--- src/rtl/pgalloc_pkg.sv ---
package pgalloc_pkg;

    typedef enum logic [2:0] {
        OP_NOP        = 3'd0,
        OP_ALLOC      = 3'd1,
        OP_MGR_RESET  = 3'd2,
        OP_RX_DROP    = 3'd3,
        OP_RX_RELEASE = 3'd4,
        OP_FREE_NUM   = 3'd5,
        OP_TX_PUSH    = 3'd6,
        OP_TX_RESET   = 3'd7
    } pa_op_e;

    localparam int CMD_W      = 8;
    localparam int CMD_OP_LSB = 5;
    localparam int CMD_SIZE_W = 5;

endpackage

--- src/rtl/pgalloc_queue.sv ---
module pgalloc_queue #(
    parameter int DEPTH = 8,
    parameter int DW    = 7
) (
    input  logic          clk,
    input  logic          rst_n,
    input  logic          clear,
    input  logic          push,
    input  logic [DW-1:0] push_data,
    input  logic          pop,
    output logic [DW-1:0] head,
    output logic          empty
);
    localparam int AW = (DEPTH > 1) ? $clog2(DEPTH) : 1;
    localparam int CW = $clog2(DEPTH + 1);

    typedef struct packed {
        logic [DEPTH-1:0][DW-1:0] mem;
        logic [AW-1:0]            rd;
        logic [AW-1:0]            wr;
        logic [CW-1:0]            cnt;
    } q_state_t;

    q_state_t st_q, st_d;
    logic     do_pop, do_push;

    always_comb begin
        st_d    = st_q;
        do_pop  = pop && (st_q.cnt != '0);
        do_push = push && ((st_q.cnt != CW'(DEPTH)) || do_pop);
        if (clear) begin
            st_d.rd  = '0;
            st_d.wr  = '0;
            st_d.cnt = '0;
        end else begin
            if (do_push) begin
                st_d.mem[st_q.wr] = push_data;
                st_d.wr = (st_q.wr == AW'(DEPTH - 1)) ? '0 : st_q.wr + 1'b1;
            end
            if (do_pop) begin
                st_d.rd = (st_q.rd == AW'(DEPTH - 1)) ? '0 : st_q.rd + 1'b1;
            end
            case ({do_push, do_pop})
                2'b10:   st_d.cnt = st_q.cnt + 1'b1;
                2'b01:   st_d.cnt = st_q.cnt - 1'b1;
                default: st_d.cnt = st_q.cnt;
            endcase
        end
    end

    always_ff @(posedge clk) begin
        if (!rst_n) st_q <= '0;
        else        st_q <= st_d;
    end

    assign head  = st_q.mem[st_q.rd];
    assign empty = (st_q.cnt == '0);

    AST_QUEUE_BOUND: assert property (@(posedge clk) disable iff (!rst_n)
        st_q.cnt <= CW'(DEPTH));
    AST_QUEUE_POP_ONLY: assert property (@(posedge clk) disable iff (!rst_n)
        (pop && !empty && !push && !clear) |=> st_q.cnt == $past(st_q.cnt) - 1'b1);
    AST_QUEUE_CLEAR: assert property (@(posedge clk) disable iff (!rst_n)
        clear |=> empty);

endmodule

--- src/rtl/pgalloc_fit.sv ---
module pgalloc_fit #(
    parameter int NUM_PAGES = 8,
    parameter int SIZE_W    = 5
) (
    input  logic [NUM_PAGES-1:0]         used,
    input  logic [SIZE_W-1:0]            size_m1,
    output logic                         found,
    output logic [$clog2(NUM_PAGES)-1:0] start
);
    localparam int SLOT_W = $clog2(NUM_PAGES);

    logic [NUM_PAGES-1:0] fits;

    for (genvar s = 0; s < NUM_PAGES; s++) begin : g_start
        logic [NUM_PAGES-1:0] win;
        always_comb begin
            for (int p = 0; p < NUM_PAGES; p++) begin
                win[p] = (p >= s) && (p <= s + int'(size_m1));
            end
        end
        assign fits[s] = ((s + int'(size_m1)) < NUM_PAGES) && ((win & used) == '0);
    end

    always_comb begin
        found = 1'b0;
        start = '0;
        for (int s = NUM_PAGES - 1; s >= 0; s--) begin
            if (fits[s]) begin
                found = 1'b1;
                start = SLOT_W'(s);
            end
        end
    end

endmodule

--- src/rtl/pkt_page_alloc.sv ---
module pkt_page_alloc
    import pgalloc_pkg::*;
#(
    parameter int NUM_PAGES   = 8,
    parameter int PNUM_W      = 7,
    parameter int BUSY_CYCLES = 2
) (
    input  logic                              clk,
    input  logic                              rst_n,
    input  logic                              cmd_wr,
    input  logic [7:0]                        cmd_word,
    input  logic [PNUM_W-1:0]                 pkt_num_reg,
    input  logic                              rx_push,
    input  logic [PNUM_W-1:0]                 rx_push_num,
    input  logic                              tx_pop,
    output logic                              busy,
    output logic [PNUM_W:0]                   alloc_result,
    output logic                              alloc_done,
    output logic [2*PNUM_W+1:0]               queue_heads,
    output logic [$clog2(NUM_PAGES+1)-1:0]    free_pages
);
    localparam int SLOT_W = $clog2(NUM_PAGES);
    localparam int FREE_W = $clog2(NUM_PAGES + 1);
    localparam int BUSY_W = $clog2(BUSY_CYCLES + 1);

    typedef struct packed {
        logic [NUM_PAGES-1:0]             used;
        logic [NUM_PAGES-1:0]             live;
        logic [NUM_PAGES-1:0][SLOT_W-1:0] first;
        logic [NUM_PAGES-1:0][SLOT_W-1:0] len_m1;
        logic [PNUM_W:0]                  result;
        logic                             done;
        logic [BUSY_W-1:0]                busy_cnt;
    } pa_state_t;

    pa_state_t st_q, st_d;

    pa_op_e                 op;
    logic                   accept;
    logic [CMD_SIZE_W-1:0]  size_m1;
    logic                   fit_found;
    logic [SLOT_W-1:0]      fit_start;
    logic                   slot_found;
    logic [SLOT_W-1:0]      new_slot;
    logic                   rxq_pop, rxq_clear, txq_push, txq_clear;
    logic                   rx_empty, tx_empty;
    logic [PNUM_W-1:0]      rx_head, tx_head;
    logic                   rel_hit;
    logic [SLOT_W-1:0]      rel_slot;
    logic                   rx_head_ok, pnr_ok;

    function automatic logic [NUM_PAGES-1:0] span(input logic [SLOT_W-1:0] f,
                                                  input logic [SLOT_W-1:0] l);
        logic [NUM_PAGES-1:0] m;
        for (int p = 0; p < NUM_PAGES; p++) begin
            m[p] = (p >= int'(f)) && (p <= int'(f) + int'(l));
        end
        return m;
    endfunction

    assign op         = pa_op_e'(cmd_word[CMD_OP_LSB +: 3]);
    assign size_m1    = cmd_word[CMD_SIZE_W-1:0];
    assign accept     = cmd_wr && (st_q.busy_cnt == '0);
    assign rx_head_ok = int'(rx_head) < NUM_PAGES;
    assign pnr_ok     = int'(pkt_num_reg) < NUM_PAGES;

    pgalloc_fit #(
        .NUM_PAGES (NUM_PAGES),
        .SIZE_W    (CMD_SIZE_W)
    ) fit_i (
        .used    (st_q.used),
        .size_m1 (size_m1),
        .found   (fit_found),
        .start   (fit_start)
    );

    always_comb begin
        slot_found = 1'b0;
        new_slot   = '0;
        for (int i = NUM_PAGES - 1; i >= 0; i--) begin
            if (!st_q.live[i]) begin
                slot_found = 1'b1;
                new_slot   = SLOT_W'(i);
            end
        end
    end

    always_comb begin
        st_d      = st_q;
        st_d.done = 1'b0;
        if (st_q.busy_cnt != '0) st_d.busy_cnt = st_q.busy_cnt - 1'b1;
        rxq_pop   = 1'b0;
        rxq_clear = 1'b0;
        txq_push  = 1'b0;
        txq_clear = 1'b0;
        rel_hit   = 1'b0;
        rel_slot  = '0;
        if (accept) begin
            case (op)
                OP_ALLOC: begin
                    if (fit_found && slot_found) begin
                        st_d.used             = st_q.used | span(fit_start, SLOT_W'(size_m1));
                        st_d.live[new_slot]   = 1'b1;
                        st_d.first[new_slot]  = fit_start;
                        st_d.len_m1[new_slot] = SLOT_W'(size_m1);
                        st_d.result           = {1'b0, PNUM_W'(new_slot)};
                        st_d.done             = 1'b1;
                    end else begin
                        st_d.result = {1'b1, {PNUM_W{1'b0}}};
                    end
                end
                OP_MGR_RESET: begin
                    st_d.used = '0;
                    st_d.live = '0;
                    rxq_clear = 1'b1;
                    txq_clear = 1'b1;
                end
                OP_RX_DROP: rxq_pop = 1'b1;
                OP_RX_RELEASE: begin
                    st_d.busy_cnt = BUSY_W'(BUSY_CYCLES);
                    if (!rx_empty) begin
                        rxq_pop = 1'b1;
                        if (rx_head_ok) begin
                            rel_hit  = 1'b1;
                            rel_slot = rx_head[SLOT_W-1:0];
                        end
                    end
                end
                OP_FREE_NUM: begin
                    st_d.busy_cnt = BUSY_W'(BUSY_CYCLES);
                    if (pnr_ok) begin
                        rel_hit  = 1'b1;
                        rel_slot = pkt_num_reg[SLOT_W-1:0];
                    end
                end
                OP_TX_PUSH:  txq_push  = 1'b1;
                OP_TX_RESET: txq_clear = 1'b1;
                default: ;
            endcase
        end
        if (rel_hit && st_q.live[rel_slot]) begin
            st_d.used           = st_q.used & ~span(st_q.first[rel_slot], st_q.len_m1[rel_slot]);
            st_d.live[rel_slot] = 1'b0;
        end
    end

    always_ff @(posedge clk) begin
        if (!rst_n) st_q <= '0;
        else        st_q <= st_d;
    end

    pgalloc_queue #(.DEPTH(NUM_PAGES), .DW(PNUM_W)) rxq_i (
        .clk       (clk),
        .rst_n     (rst_n),
        .clear     (rxq_clear),
        .push      (rx_push),
        .push_data (rx_push_num),
        .pop       (rxq_pop),
        .head      (rx_head),
        .empty     (rx_empty)
    );

    pgalloc_queue #(.DEPTH(NUM_PAGES), .DW(PNUM_W)) txq_i (
        .clk       (clk),
        .rst_n     (rst_n),
        .clear     (txq_clear),
        .push      (txq_push),
        .push_data (pkt_num_reg),
        .pop       (tx_pop),
        .head      (tx_head),
        .empty     (tx_empty)
    );

    assign busy         = (st_q.busy_cnt != '0);
    assign alloc_result = st_q.result;
    assign alloc_done   = st_q.done;
    assign free_pages   = FREE_W'(NUM_PAGES) - FREE_W'($countones(st_q.used));
    assign queue_heads  = {rx_empty, rx_empty ? {PNUM_W{1'b0}} : rx_head,
                           tx_empty, tx_empty ? {PNUM_W{1'b0}} : tx_head};

    AST_BUSY_AFTER_FREE: assert property (@(posedge clk) disable iff (!rst_n)
        (accept && (op == OP_RX_RELEASE || op == OP_FREE_NUM)) |=> busy);
    AST_BUSY_IGNORES_CMD: assert property (@(posedge clk) disable iff (!rst_n)
        (busy && cmd_wr) |=> ($stable(free_pages) && !alloc_done));
    AST_ALLOC_TAKES_PAGES: assert property (@(posedge clk) disable iff (!rst_n)
        (accept && op == OP_ALLOC && fit_found && slot_found) |=>
        (int'(free_pages) == int'($past(free_pages)) - int'($past(size_m1)) - 1));
    AST_DONE_MEANS_OK: assert property (@(posedge clk) disable iff (!rst_n)
        alloc_done |-> !alloc_result[PNUM_W]);
    AST_MGR_RESET_CLEARS: assert property (@(posedge clk) disable iff (!rst_n)
        (accept && op == OP_MGR_RESET) |=>
        (free_pages == FREE_W'(NUM_PAGES) && queue_heads[2*PNUM_W+1] && queue_heads[PNUM_W]));

endmodule

--- config.mk ---
export PLATFORM = sky130hd
export DESIGN_NAME = pkt_page_alloc
export DESIGN_NICKNAME = d
export VERILOG_FILES = /design/src/rtl/pgalloc_pkg.sv /design/src/rtl/pgalloc_queue.sv /design/src/rtl/pgalloc_fit.sv /design/src/rtl/pkt_page_alloc.sv
export SDC_FILE = /design/constraint.sdc
export NUM_CORES = 1
export LEC_CHECK = 0
export ABC_AREA = 1
export ABC_CLOCK_PERIOD_IN_PS = 3300
export BUFFER_PORTS_ARGS = -buffer_cell sky130_fd_sc_hd__buf_2
export CAP_MARGIN = 20
export CORE_ASPECT_RATIO = 1.25
export CORE_UTILIZATION = 40
export DETAILED_ROUTE_END_ITERATION = 8
export SKIP_LAST_GASP = 1
export SLEW_MARGIN = 20
export SYNTH_ARGS = -nofsm -noshare
export SYNTH_HDL_FRONTEND = slang
export SYNTH_SLANG_ARGS = --single-unit
--- constraint.sdc ---
create_clock -name clk -period 3.3 [get_ports clk]
set_input_delay 0.165 -clock clk [delete_from_list [all_inputs] [get_ports clk]]
set_output_delay 0.165 -clock clk [all_outputs]
set_load 0.02 [all_outputs]
==> impl_metrics.ini, run 1 <==
[placed_design]
port_buffers = 52
place_inst = 2149
routabilityCongestion = 0.947
hpwl_mm = 24.9
pre_cts_slack_ns = -0.593

[critical_path]
rr_worst_depth = 28
worstPathRequired_ns = 3.72
worst-path-stages = 28
arrival_ns = 4.00
path_buf_inv = 6
r2r-end = st_q[72]
crit_slowest_cell = fa_2
start_kind = flop
crit_fanout = 8
cp_top_family = simple AND/OR/NAND/NOR gates
r2r_start = rxq_i.st_q[7]
cp-end-kind = flop
crit_path_max_incr_delay_ns = 0.55
path_class = reg -> reg
r2r_setup_slack_ns = -0.28

[sta]
hold_viol = 0
skew_ns = 0.0352
relSlewSlack_pct = 46.5
slew_violations = 0
tns_ns = -1.70
setup_slack_ns = -0.277
finalCriticalPeriod_ns = 3.58
post-route-period-util_pct = 108
holdWs_ns = 0.0123
fmax_mhz = 280
tightestPinTransition_ns = 0.803
finalSetupViolCount = 7
rsz0062_at_grt = yes

[layout]
syn_to_final_growth_pct = 22.7
final_common_cell = nand2_1
drive_gt1_share_pct = 19.1
layout.cells.non_filler = 2205
n_antenna_cell = 0
mostFrequentLayoutCells = nand2_1 (267), inv_1 (222), a21oi_1 (220)
nets = 1916

[die]
num_rows = 68
die_h_um = 191
boundaryPins = 57
core_um2 = 27900
dieWidth_um = 153
start_util_pct = 41.1
die_area_um2 = 29300

[clock_tree]
ctsHtreeMaxLevel = 1
clock_latency_ns = 0.53
clkSinkCount = 203
cts_buffer_depth = 3
clkTransAtPathRegs_ns = 0.06
cts_made_buffers = 23
cts_tree = yes
clock-root-buffer = clkbuf_16

[run]
cap_violations = 0

[route]
drt_first_pass_iters = 5
via_count = 11432
via_per_inst = 5.18
wl_per_cell_um = 15.5
drt_iter0_markers = 712
ant_nets = 0
drc = 0
finalWirelength_mm = 34.1

[grt]
grt_pass1_vias = 10784
grt_pass1_wl_mm = 54.6
antenna_found_initial = 0
grt_max_degree = 127
grt_overflow = 0
grt_usage_pct = 22.9

[logic_synthesis]
ys_types = 51
yosys_register_bits = 203
postSynthAreaPerCell_um2 = 6.85
ys_warn_count = 0
syn_inst = 1673
syn_area_um2 = 11500
synth-seq-area-share_pct = 35.5

[status]
outcome = complete, but fails checks
violations = setup timing

[worst_hold_path]
hold_path.startpoint = rx_push_num[5]
worstHoldEndpoint = rxq_i.st_q[43]
hold_path.class = in -> reg
worstHoldPathCells = 3

[pwr]
p_leak_nw = 5.99
ir_drop_mv = 0.323
power.density_nw_per_um2 = 478
[sequential cells by signal, indices dropped and copies added, names as in the netlist]
signal	flops
alloc_result	4
alloc_done	1
rxq_i.st_q	66
txq_i.st_q	66
st_q	66
[per-layer routing]
| metal | vias to the layer above | wire (um) | part of all wire (%) | track usage [%] |
|---|---|---|---|---|
| li1 | 5845 | - | - | - |
| met1 | 5201 | 14300 | 42 | 26.7 |
| met2 | 301 | 17100 | 50 | 42.1 |
| met3 | 85 | 1430 | 4.2 | 2.56 |
| met4 | 0 | 1310 | 3.8 | 10.2 |
| met5 | - | 0 | 0 | 0 |
[timing repair]
action,4_1_cts,5_1_grt
hold buffers,1,0
endpoints found under the hold margin,1,0
buffers inserted,7,4
gates resized for setup,40,34
endpoints found under the setup margin,10,9
cloned,1,1
pin swaps,3,21
[per-stage QoR]
step                power, W  instance area, um2  utilization, %
finish               0.00673               14100            50.4
global placement     0.00418               12900            46.3
global route         0.00707               14100            50.4
floorplan            0.00363               11500               -
detailed placement   0.00419               12900            46.3
CTS                  0.00676               13900            49.8
[logic make-up (layout without fill, tap and decap cells)]
kind of cell | after synthesis | in the layout | share of synthesized area [%]
and+or+nand+nor | 580 | 580 | 22.0
AOI/OAI and AO/OA | 504 | 504 | 23.9
buffers and inverters | 325 | 504 | 11.9
DFF | 203 | 203 | 35.5
adders and majority gates | 51 | 51 | 6.09
xor gates and xnor gates | 9 | 9 | 0.688
other | 1 | 4 | 0.0327
[final cells by class]
type / instances / area (um2)
Clock buffer: 33 / 643
Clock inverter: 9 / 98.8
Fill cell: 2796 / 13800
Inverter: 242 / 920
Multi-Input combinational cell: 1148 / 6260
Sequential cell: 203 / 4080
Tap cell: 350 / 438
Timing Repair Buffer: 220 / 1630
[worst register-to-register path: cells and delay by family (launching register included)]
family          cells  cell delay (ns)
compound gates      1             0.14
buf+inv             6             0.53
fa+ha+maj           2             0.69
simple gates       19             1.70
flops               1             0.44
[worst max path at each step]
stage / start / to / slack (ns)
2_1_floorplan: rxq_i.st_q[7] / st_q[68] / 0.007
3_3_place_gp: rxq_i.st_q[7] / st_q[68] / -0.44
3_5_place_dp: rxq_i.st_q[7] / st_q[68] / -0.59
4_1_cts: rxq_i.st_q[7] / st_q[72] / -0.24
5_1_grt: rxq_i.st_q[7] / st_q[72] / -0.53
6_report: rxq_i.st_q[7] / st_q[72] / -0.28
[where the power goes]
part | leakage (nW) | internal [W] | switching (W)
sequential | 1.64 | 0.00252 | 0.0000714
clock | 0.370 | 0.00151 | 0.00104
combinational | 3.97 | 0.000585 | 0.00101
total | 5.99 | 0.00462 | 0.00211
[cells in the mapped netlist (all sizes together)]
cell | instances | area, um2
o2111ai | 2 | 17.5
a31oi | 12 | 75.1
a221oi | 2 | 17.5
clkinv | 3 | 12.5
o21bai | 2 | 15.0
a22oi | 3 | 22.5
a21oi | 220 | 1100
nor3b | 2 | 15.0
clkbuf | 45 | 169
xor2 | 7 | 61.3
nand4 | 12 | 75.1
o22ai | 12 | 75.1
nand2 | 290 | 1130
o221a | 1 | 11.3
fa | 8 | 160
nand3b | 2 | 15.0
o311ai | 2 | 17.5
o21ai | 207 | 1040
conb | 1 | 3.75
nand3 | 109 | 546
or2 | 4 | 25.0
o2111a | 1 | 11.3
nor3 | 13 | 80.1
a21o | 1 | 7.51
buf | 38 | 278
xnor2 | 2 | 17.5
nor4 | 2 | 12.5
nor2 | 146 | 618
o31ai | 3 | 22.5
o211ai | 7 | 62.6
ha | 43 | 538
a211oi | 27 | 228
dfxtp | 203 | 4060
o21a | 2 | 15.0
inv | 239 | 900
Note: power is estimated with default switching activity, not from simulation.
==> run 2: changes to the inputs <==
--- a/config.mk
+++ b/config.mk
@@ -10,10 +10,12 @@
 export BUFFER_PORTS_ARGS = -buffer_cell sky130_fd_sc_hd__buf_2
 export CAP_MARGIN = 20
 export CORE_ASPECT_RATIO = 1.25
-export CORE_UTILIZATION = 40
+export CORE_UTILIZATION = 57
 export DETAILED_ROUTE_END_ITERATION = 8
+export PLACE_DENSITY = 0.78
 export SKIP_LAST_GASP = 1
 export SLEW_MARGIN = 20
 export SYNTH_ARGS = -nofsm -noshare
 export SYNTH_HDL_FRONTEND = slang
+export SYNTH_HIERARCHICAL = 1
 export SYNTH_SLANG_ARGS = --single-unit
==> impl_metrics.ini, run 2 <==
[logic_synthesis]
synth-seq-area-share_pct = 32.1
async_flop_share_pct = 0
synth_common_cells = nand2_1 (426), nor2_1 (321), inv_1 (250)
synth.most_common_cell = nand2_1
yosys_register_bits = 203
postSynthAreaPerCell_um2 = 6.63
synth_top_area_share_pct = 32.1
synthTopCellsByArea = dfxtp_1 (32%), nand2_1 (13%), nor2_1 (9.5%), inv_1 (7.4%), a21oi_1 (5.3%)
yosys.area.top_type = dfxtp_1
syn_inst = 1911
ys_warn_count = 6
synth_edf_count = 0
ys.flop_type = dfxtp_1
ys_types = 57
syn_area_um2 = 12700

[placed_design]
port_buffers = 52
pre_cts_slack_ns = -0.326
hpwl_mm = 24.4
routabilityCongestion = 0.943

[route]
wl_per_cell_um = 14.7
finalWirelength_mm = 33.9
via_per_inst = 5.30
drc = 0
drt_iter0_markers = 824
via_count = 12239
drt_first_pass_iters = 5
ant_nets = 0

[clock_tree]
clkTransAtPathRegs_ns = 0.07
cts_buffer_depth = 3
ctsHtreeMaxLevel = 1
cts_made_buffers = 22
clkSinkCount = 203
clock_latency_ns = 0.51
clock-root-buffer = clkbuf_16
cts_tree = yes

[critical_path]
arrival_ns = 3.94
start_kind = flop
r2r_start = rxq_i/st_q[7]
rr_worst_depth = 26
cp-end-kind = flop
worstPathRequired_ns = 3.69
r2r_setup_slack_ns = -0.24
path_class = reg -> reg
r2r-end = st_q[74]
crit_fanout = 13

[grt]
grt_pass1_vias = 11677
grt_pass1_wl_mm = 55.3
grt_max_degree = 68
antenna_found_initial = 2
grt_usage_pct = 29.9
grt_overflow = 0

[layout]
final_util_pct = 67.3
nets = 2091
fillers = 1907
drive_gt1_share_pct = 18.2
syn_to_final_growth_pct = 15.3
top_regs = rxq_i/st_q (66), st_q (66), txq_i/st_q (66)
final_common_cell = nand2_1
mostFrequentLayoutCells = nand2_1 (416), nor2_1 (319), inv_1 (241)

[sta]
fmax_mhz = 282
holdWs_ns = 0.0127
setup_slack_ns = -0.245
tightestPinTransition_ns = 0.842
finalCriticalPeriod_ns = 3.54
skew_ns = 0.0166
hold_viol = 0
relSlewSlack_pct = 43.8
finalSetupViolCount = 7
post-route-period-util_pct = 107
slew_violations = 0
rsz0062_at_grt = yes

[die]
boundaryPins = 57
start_util_pct = 58.4
die_h_um = 169
core_um2 = 21700
dieWidth_um = 135
die_area_um2 = 22800
num_rows = 60

[status]
outcome = complete, but fails checks
violations = setup timing

[pwr]
p_leak_nw = 7.02
power.density_nw_per_um2 = 471
ir_drop_mv = 0.476

[worst_hold_path]
worstHoldPathCells = 3
hold_path.startpoint = rx_push_num[6]
worstHoldEndpoint = rxq_i/st_q[30]
hold_path.class = in -> reg

[run]
cap_violations = 0
==> run 2: cell types whose count changed after synthesis, moves of 16 or more <==
cell,before,now
nand3_1,109,81
o21a_1,2,20
nor2_1,132,321
clkbuf_1,45,20
o21ai_0,190,115
nand2_1,280,426
inv_1,231,250
a21oi_1,220,135
buf_2,12,28
==> run 2: worst max-delay path by stage <==
stage / slack (ns) / end / cells after the start / from
global placement: -0.21 / st_q[68] / 28 / rxq_i/st_q[8]
floorplan: -0.10 / st_q[74] / 25 / rxq_i/st_q[7]
finish: -0.24 / st_q[74] / 26 / rxq_i/st_q[7]
global route: -0.47 / st_q[74] / 25 / rxq_i/st_q[7]
detailed placement: -0.33 / st_q[70] / 26 / rxq_i/st_q[7]
CTS: -0.18 / st_q[70] / 26 / rxq_i/st_q[7]
==> run 2: layer usage <==
metal	vias up	share of wire (%)	track usage, %
li1	6210	-	-
met1	5588	42	35.6
met2	363	50	53.4
met3	76	5.3	4.28
met4	2	3.2	12.0
met5	-	0.050	0
==> run 2: repair_timing <==
action / CTS / global route
gates resized for setup: 39 / 18
endpoints found under the hold margin: 10 / 0
buffers inserted: 8 / 4
setup endpoints to repair: 10 / 10
hold buffers: 3 / 0
pin swaps: 26 / 29
gates cloned: 1 / 0
==> run 2: area by class of cell <==
class                           count  area, um2  share of cell area (%)
Antenna cell                        1       2.50                  0.0171
Clock buffer                       29        627                    4.29
Clock inverter                     10        103                   0.702
Inverter                          274       1050                    7.21
Multi-Input combinational cell   1339       7080                    48.5
Sequential cell                   203       4080                    27.9
Tap cell                          279        349                    2.39
Timing Repair Buffer              176       1320                    9.00
==> run 2: report_power, final <==
group          total (W)  internal [W]  leakage (nW)  switching, W
sequential       0.00259       0.00253          1.65     0.0000629
combinational    0.00181      0.000649          5.01       0.00116
clock            0.00248       0.00143         0.361       0.00105
==> run 2: per-stage QoR <==
stage	power [W]	TNS, ns	instances	cell area [um2]
3_5_place_dp	0.00438	-1.95	2255	13600
3_3_place_gp	0.00434	-1.20	2255	13600
2_1_floorplan	0.00390	-0.458	1914	12800
4_1_cts	0.00689	-1.01	2306	14500
6_report	0.00688	-1.18	2311	14600
5_1_grt	0.00724	-2.84	2310	14600
==> run 2: cell families (layout without fill, tap and decap cells) <==
| logic type | Yosys count | after routing | synth area share [%] |
|---|---|---|---|
| buffers and inverters | 372 | 489 | 13.6 |
| XOR/XNOR | 9 | 9 | 0.681 |
| AO/OA/AOI/OAI | 352 | 352 | 15.5 |
| adder cells (fa/ha/maj) | 48 | 48 | 5.21 |
| AND/OR/NAND/NOR | 926 | 926 | 32.9 |
| flip-flops | 203 | 203 | 32.1 |
| other | 1 | 5 | 0.0296 |
==> run 2: worst max-delay path, stage by stage (launching register included) <==
cell and delay, ns:
dfxtp_4 0.42, buf_8 0.14, a21oi_2 0.07, o21ai_2 0.06
nand2_1 0.07, o21a_1 0.18, inv_2 0.06, nand2_2 0.06
nor2_4 0.19, buf_4 0.15, nand3_4 0.08, nand2_8 0.09
nand2_4 0.11, clkinv_4 0.08, nand2_2 0.09, o22ai_1 0.14
nor2_1 0.06, nand2_1 0.06, inv_2 0.04, ha_4 0.15
fa_2 0.35, xnor2_2 0.15, buf_4 0.14, o31ai_4 0.21
nor2_1 0.07, o21ai_1 0.13, a21oi_1 0.07
